**src/rtl/swp_pkg.sv**
```systemverilog
package swp_pkg;

    typedef enum logic [3:0] {
        ST_IDLE = 4'd0,
        ST_ARM1 = 4'd1,
        ST_ARM2 = 4'd2,
        ST_ARM3 = 4'd3,
        ST_ARM4 = 4'd4,
        ST_ARM5 = 4'd5,
        ST_OPEN = 4'd6,
        ST_BURN = 4'd7,
        ST_CLRW = 4'd8
    } swp_state_e;

    typedef struct packed {
        logic aa_lo;   // AA at 5555
        logic h55_hi;  // 55 at 2AAA
        logic a0_lo;   // A0 at 5555
        logic h80_lo;  // 80 at 5555
        logic h20_lo;  // 20 at 5555
    } swp_hit_t;

    localparam logic [14:0] CMD_ADR_LO = 15'h5555;
    localparam logic [14:0] CMD_ADR_HI = 15'h2AAA;
    localparam logic [7:0]  CMD_KEY1   = 8'hAA;
    localparam logic [7:0]  CMD_KEY2   = 8'h55;
    localparam logic [7:0]  CMD_OPEN   = 8'hA0;
    localparam logic [7:0]  CMD_ERASE  = 8'h80;
    localparam logic [7:0]  CMD_CLEAR  = 8'h20;

endpackage

```
**src/rtl/swp_cmd_match.sv**
```systemverilog
module swp_cmd_match
    import swp_pkg::*;
#(
    parameter int ADDR_W = 15,
    parameter int DATA_W = 8
) (
    input  logic [ADDR_W-1:0] addr,
    input  logic [DATA_W-1:0] data,
    output swp_hit_t          hit
);
    localparam logic [ADDR_W-1:0] A_LO = ADDR_W'(CMD_ADR_LO);
    localparam logic [ADDR_W-1:0] A_HI = ADDR_W'(CMD_ADR_HI);

    logic at_lo;
    logic at_hi;

    assign at_lo = (addr == A_LO);
    assign at_hi = (addr == A_HI);

    always_comb begin
        hit        = '0;
        hit.aa_lo  = at_lo && (data == DATA_W'(CMD_KEY1));
        hit.h55_hi = at_hi && (data == DATA_W'(CMD_KEY2));
        hit.a0_lo  = at_lo && (data == DATA_W'(CMD_OPEN));
        hit.h80_lo = at_lo && (data == DATA_W'(CMD_ERASE));
        hit.h20_lo = at_lo && (data == DATA_W'(CMD_CLEAR));
    end

endmodule

```
**src/rtl/swp_win_count.sv**
```systemverilog
module swp_win_count #(
    parameter int PAGE_BYTES = 64
) (
    input  logic clk,
    input  logic rst_n,
    input  logic clr,
    input  logic inc,
    output logic last,
    output logic any
);
    localparam int CW = $clog2(PAGE_BYTES + 1);

    logic [CW-1:0] cnt_q;

    always_ff @(posedge clk) begin
        if (!rst_n || clr) begin
            cnt_q <= '0;
        end else if (inc) begin
            cnt_q <= cnt_q + CW'(1);
        end
    end

    assign last = (cnt_q == CW'(PAGE_BYTES - 1));
    assign any  = (cnt_q != '0);

endmodule

```
**src/rtl/swp_keep_bit.sv**
```systemverilog
module swp_keep_bit (
    input  logic clk,
    input  logic set,
    input  logic clr,
    output logic q
);
    // No reset input: the value survives the power-on reset.
    logic q_r = 1'b0;

    always_ff @(posedge clk) begin
        if (clr) begin
            q_r <= 1'b0;
        end else if (set) begin
            q_r <= 1'b1;
        end
    end

    assign q = q_r;

endmodule

```
**src/rtl/swp_seq.sv**
```systemverilog
module swp_seq
    import swp_pkg::*;
#(
    parameter int ADDR_W     = 15,
    parameter int DATA_W     = 8,
    parameter int PAGE_BYTES = 64
) (
    input  logic              clk,
    input  logic              rst_n,
    input  logic              load_valid,
    input  logic [ADDR_W-1:0] load_addr,
    input  logic [DATA_W-1:0] load_data,
    input  logic              load_timeout,
    input  logic              prog_done,
    output logic              wr_allow,
    output logic              cmd_byte,
    output logic              prot_on
);
    swp_state_e st_q;
    swp_state_e st_d;
    swp_hit_t   hit;
    logic       step_hit;
    logic       step_done;
    logic       set_prot;
    logic       clr_prot;
    logic       win_clr;
    logic       win_inc;
    logic       win_last;
    logic       win_any;

    swp_cmd_match #(.ADDR_W(ADDR_W), .DATA_W(DATA_W)) u_match (
        .addr (load_addr),
        .data (load_data),
        .hit  (hit)
    );

    swp_win_count #(.PAGE_BYTES(PAGE_BYTES)) u_win (
        .clk   (clk),
        .rst_n (rst_n),
        .clr   (win_clr),
        .inc   (win_inc),
        .last  (win_last),
        .any   (win_any)
    );

    swp_keep_bit u_keep (
        .clk (clk),
        .set (set_prot),
        .clr (clr_prot),
        .q   (prot_on)
    );

    // Does the current load extend (step_hit) or complete (step_done) a sequence?
    always_comb begin
        step_hit  = 1'b0;
        step_done = 1'b0;
        unique case (st_q)
            ST_IDLE: step_hit = hit.aa_lo;
            ST_ARM1: step_hit = hit.h55_hi;
            ST_ARM2: begin
                step_hit  = hit.h80_lo;
                step_done = hit.a0_lo;
            end
            ST_ARM3: step_hit = hit.aa_lo;
            ST_ARM4: step_hit = hit.h55_hi;
            ST_ARM5: step_done = hit.h20_lo;
            default: begin
                step_hit  = 1'b0;
                step_done = 1'b0;
            end
        endcase
    end

    // State register
    always_ff @(posedge clk) begin
        if (!rst_n) begin
            st_q <= ST_IDLE;
        end else begin
            st_q <= st_d;
        end
    end

    // Next state and side effects
    always_comb begin
        st_d     = st_q;
        set_prot = 1'b0;
        clr_prot = 1'b0;
        win_clr  = 1'b0;
        win_inc  = 1'b0;
        unique case (st_q)
            ST_IDLE: begin
                if (load_valid && step_hit) st_d = ST_ARM1;
            end
            ST_ARM1, ST_ARM3, ST_ARM4: begin
                if (load_valid) begin
                    if (step_hit) begin
                        st_d = (st_q == ST_ARM1) ? ST_ARM2 :
                               (st_q == ST_ARM3) ? ST_ARM4 : ST_ARM5;
                    end else begin
                        st_d = ST_IDLE;
                    end
                end else if (load_timeout) begin
                    st_d = ST_IDLE;
                end
            end
            ST_ARM2: begin
                if (load_valid) begin
                    if (step_done) begin
                        st_d     = ST_OPEN;
                        set_prot = 1'b1;
                        win_clr  = 1'b1;
                    end else if (step_hit) begin
                        st_d = ST_ARM3;
                    end else begin
                        st_d = ST_IDLE;
                    end
                end else if (load_timeout) begin
                    st_d = ST_IDLE;
                end
            end
            ST_ARM5: begin
                if (load_valid) begin
                    st_d = step_done ? ST_CLRW : ST_IDLE;
                end else if (load_timeout) begin
                    st_d = ST_IDLE;
                end
            end
            ST_OPEN: begin
                if (load_valid) begin
                    win_inc = 1'b1;
                    if (win_last) st_d = ST_BURN;
                end else if (load_timeout) begin
                    st_d = win_any ? ST_BURN : ST_IDLE;
                end
            end
            ST_BURN: begin
                if (prog_done) st_d = ST_IDLE;
            end
            ST_CLRW: begin
                if (prog_done) begin
                    clr_prot = 1'b1;
                    st_d     = ST_IDLE;
                end
            end
            default: st_d = ST_IDLE;
        endcase
    end

    // Per-load outputs
    always_comb begin
        wr_allow = 1'b0;
        cmd_byte = 1'b0;
        if (load_valid) begin
            unique case (st_q)
                ST_IDLE, ST_ARM1, ST_ARM2, ST_ARM3, ST_ARM4, ST_ARM5: begin
                    cmd_byte = step_done || (prot_on && step_hit);
                    wr_allow = !prot_on && !step_done;
                end
                ST_OPEN: wr_allow = 1'b1;
                default: begin
                    wr_allow = 1'b0;
                    cmd_byte = 1'b0;
                end
            endcase
        end
    end

endmodule

```
**config.mk**
```make
export PLATFORM = sky130hd
export DESIGN_NAME = swp_seq
export DESIGN_NICKNAME = d
export VERILOG_FILES = /design/src/rtl/swp_pkg.sv /design/src/rtl/swp_cmd_match.sv /design/src/rtl/swp_win_count.sv /design/src/rtl/swp_keep_bit.sv /design/src/rtl/swp_seq.sv
export SDC_FILE = /design/constraint.sdc
export NUM_CORES = 1
export LEC_CHECK = 0
export ABC_AREA = 1
export CAP_MARGIN = 5
export CORE_MARGIN = 2
export CORE_UTILIZATION = 30
export DETAILED_ROUTE_END_ITERATION = 8
export SLEW_MARGIN = 20
export SYNTH_ARGS = -nofsm -noshare
export SYNTH_HDL_FRONTEND = slang
export SYNTH_HIERARCHICAL = 1
export SYNTH_SLANG_ARGS = --single-unit
```
**constraint.sdc**
```tcl
create_clock -name clk -period 1.7 [get_ports clk]
set_clock_uncertainty 0.05 [all_clocks]
set_input_delay 0.255 -clock clk [delete_from_list [all_inputs] [get_ports clk]]
set_output_delay 0.255 -clock clk [all_outputs]
set_load 0.05 [all_outputs]
```
==> reports/qor.yml <==
hold_path_depth: 2
die_height_um: 67.5
setup_viol: 5
htree_levels: 1
clock_sinks: 12
reg2reg_depth: 13
critPathLaunchType: "flop"
yosysUniqueCellTypes: 24
synth_area_per_cell_um2: 5.36
mappedNetlistArea_mm2: 0.00121
track_usage_pct: 16.2
ys.flop_type: "dfxtp_1"
clock_latency_ps: 240
area_growth_pct: 76.0
core_mm2: 0.00394
worstMarginPinSlew_ps: 435
clock_tree.buffer_depth: 2
peakVddDrop_uv: 455
startpoint: "st_q[2]$_SDFFE_PN0P_"
r2r-start: "st_q[2]$_SDFFE_PN0P_"
die_area_mm2: 0.00456
place.gp.congestion: 0.823
antenna_found_initial: 0
port_buffers: 30
drtAntennaViolNets: 0
cts_tree: "done"
synth_top_cells_by_area: "dfxtp_1 20%, nand2_1 19%, nor2_1 13%"
rsz0062_at_grt: "yes"
diodes: 0
post-route-drc-count: 0
nets: 323
violations: "setup timing"
clock-root-buffer: "clkbuf_8"
yosysWarnings: 6
slew_violations: 0
grt_pass1_wl_mm: 5.80
synth_top_area_share_pct: 19.8
fill_cells: 393
finalCritPeriodShare_pct: 106
vias: 1560
start_util_pct: 30.7
cp.required_ps: 1390
pwr_density_cell_mw_per_mm2: 546
cts_buffers: 3
period_needed_ps: 1810
cp_slowest_cell: "dfxtp_4"
dr.first_iter.drc_count: 66
p_total_mw: 1.17
wl_mm: 3.70
rows: 23
hold_class: "reg2reg"
critical_path.max_fanout: 3
final-hold-violation-count: 0
synth-seq-cells: 12
place.detailed.hpwl_mm: 2.72
vias_per_cell: 4.57
cp-end-kind: "output port"
drt-pass1-iter-count: 4
synthMostInstantiatedCell: "nand2_1"
avgRoutedWirePerCell_um: 10.8
slew_headroom_pct: 70.7
final_util_pct: 54.1
max_cap_viol_count: 0
ios: 31
grt_pass1_vias: 1363
grt_start_max_net_pins: 9
status: "complete, but fails checks"
ys_async_sr_fraction_pct: 0
grt_overflow: 0
synth_common_cells: "60 x nand2_1, 42 x nor2_1, 41 x inv_1"
fp.dieW_um: 67.5
crit_type: "reg2out"
hp-start: "u_win/cnt_q[2]$_SDFFE_PP0P_"
synth-edff-count: 0
clk_pin_slew_ps: 50
timing.fmax_ghz: 0.553
syn-num-nets: 256
setup_slack_ps: -107
slowest_delay_ps: 370
worstPathArrival_ps: 1500
netlist_instances: 226
cp_cell_sequence: "inv_4 > nor2_4 > inv_2 > nor2_4 > nand2_1 > nand2_4 > inv_2 > a21oi_4 > buf_12"
yosysSeqAreaShare_pct: 19.8
drive_gt1_share_pct: 50.9
p_leak_nw: 1.02
yosysTopAreaCell: "dfxtp_1"
[final timing paths]
kind / to / slack, ps
setup / recovery: cmd_byte / -110
hold / removal: u_win/cnt_q[2]$_SDFFE_PP0P_ / 490
setup reg to reg: u_win/cnt_q[5]$_SDFFE_PP0P_ / -30
hold reg to reg: u_win/cnt_q[2]$_SDFFE_PP0P_ / 490
[worst max-delay path: cells and delay by family, from the launching register on]
kind,cells,cell delay (ps)
AO/OA/AOI/OAI,1,170
flip-flops,1,370
AND/OR/NAND/NOR,4,410
buffers and inverters,4,310
[cell usage in the layout (no fill, tap or decap), types with 2 or more instances in the layout]
cell type,n
nor2_2,14
nand3_2,5
buf_2,13
inv_4,4
nand2_1,47
nand3_4,2
dfxtp_4,4
clkdlybuf4s50_1,4
o21ai_2,4
nor2_4,9
nand2_2,14
buf_6,12
nand2_4,7
clkbuf_8,3
a21oi_1,6
nor2_1,28
clkbuf_2,3
nand4_1,2
buf_12,2
inv_1,32
inv_2,8
nor3_1,3
dfxtp_1,8
buf_4,29
a21oi_2,2
nor3_2,5
nand3_1,7
[what timing repair did]
action | CTS | global route
pin swaps | 35 | 42
hold buffers | 0 | 0
buffers inserted | 5 | 4
endpoints found under the setup margin | 13 | 13
resized for setup | 117 | 70
cloned | 0 | 0
[layout make-up]
type | count | area (um^2) | area share [%]
multi-input cells | 167 | 1060 | 49.9
flip-flops and latches | 12 | 255 | 12.0
clock buffers | 3 | 41.3 | 1.94
inverters | 44 | 175 | 8.22
repair buffers | 65 | 534 | 25.1
well taps | 50 | 62.6 | 2.93
[registers in the layout, summed over array words and instances (netlist names)]
register and flops:
u_win/cnt_q 7, u_keep/q 1, st_q 4
[cells by family (layout without fill, tap and decap cells)]
family | Yosys count | after routing | share of synthesized area [%]
simple gates | 149 | 149 | 55.0
buf+inv | 47 | 112 | 16.2
compound gates | 15 | 15 | 6.20
flops | 12 | 12 | 19.8
fa+ha+maj | 2 | 2 | 2.07
xor+xnor | 1 | 1 | 0.723
[per-stage QoR]
| step | cells | hold WS [ps] | worst slack, ps | TNS [ps] | area [um^2] |
|---|---|---|---|---|---|
| detailed placement | 330 | 465 | -478 | -5330 | 1780 |
| global route | 341 | 525 | -201 | -1400 | 2130 |
| CTS | 338 | 473 | -104 | -226 | 1910 |
| floorplan | 226 | 341 | 12.7 | 0 | 1230 |
| global placement | 330 | 449 | -455 | -5190 | 1780 |
| finish | 341 | 486 | -107 | -277 | 2130 |
[power by group]
group | internal [mW] | switching [mW] | leakage [nW] | total, mW
Clock | 0.156 | 0.0975 | 0.0216 | 0.253
Combinational | 0.250 | 0.318 | 0.894 | 0.567
Sequential | 0.307 | 0.0376 | 0.0999 | 0.345
Total | 0.712 | 0.453 | 1.02 | 1.17
[per-layer routing]
metal	wire length (um)	part of all wire (%)	track usage, %	up-vias
met3	160	4.3	2.17	4
met5	0	0	0	-
met1	1710	46	23.0	702
met2	1790	48	26.2	33
li1	-	-	-	821
met4	38	1.0	3.06	0
(Power assumes the default switching activity.)
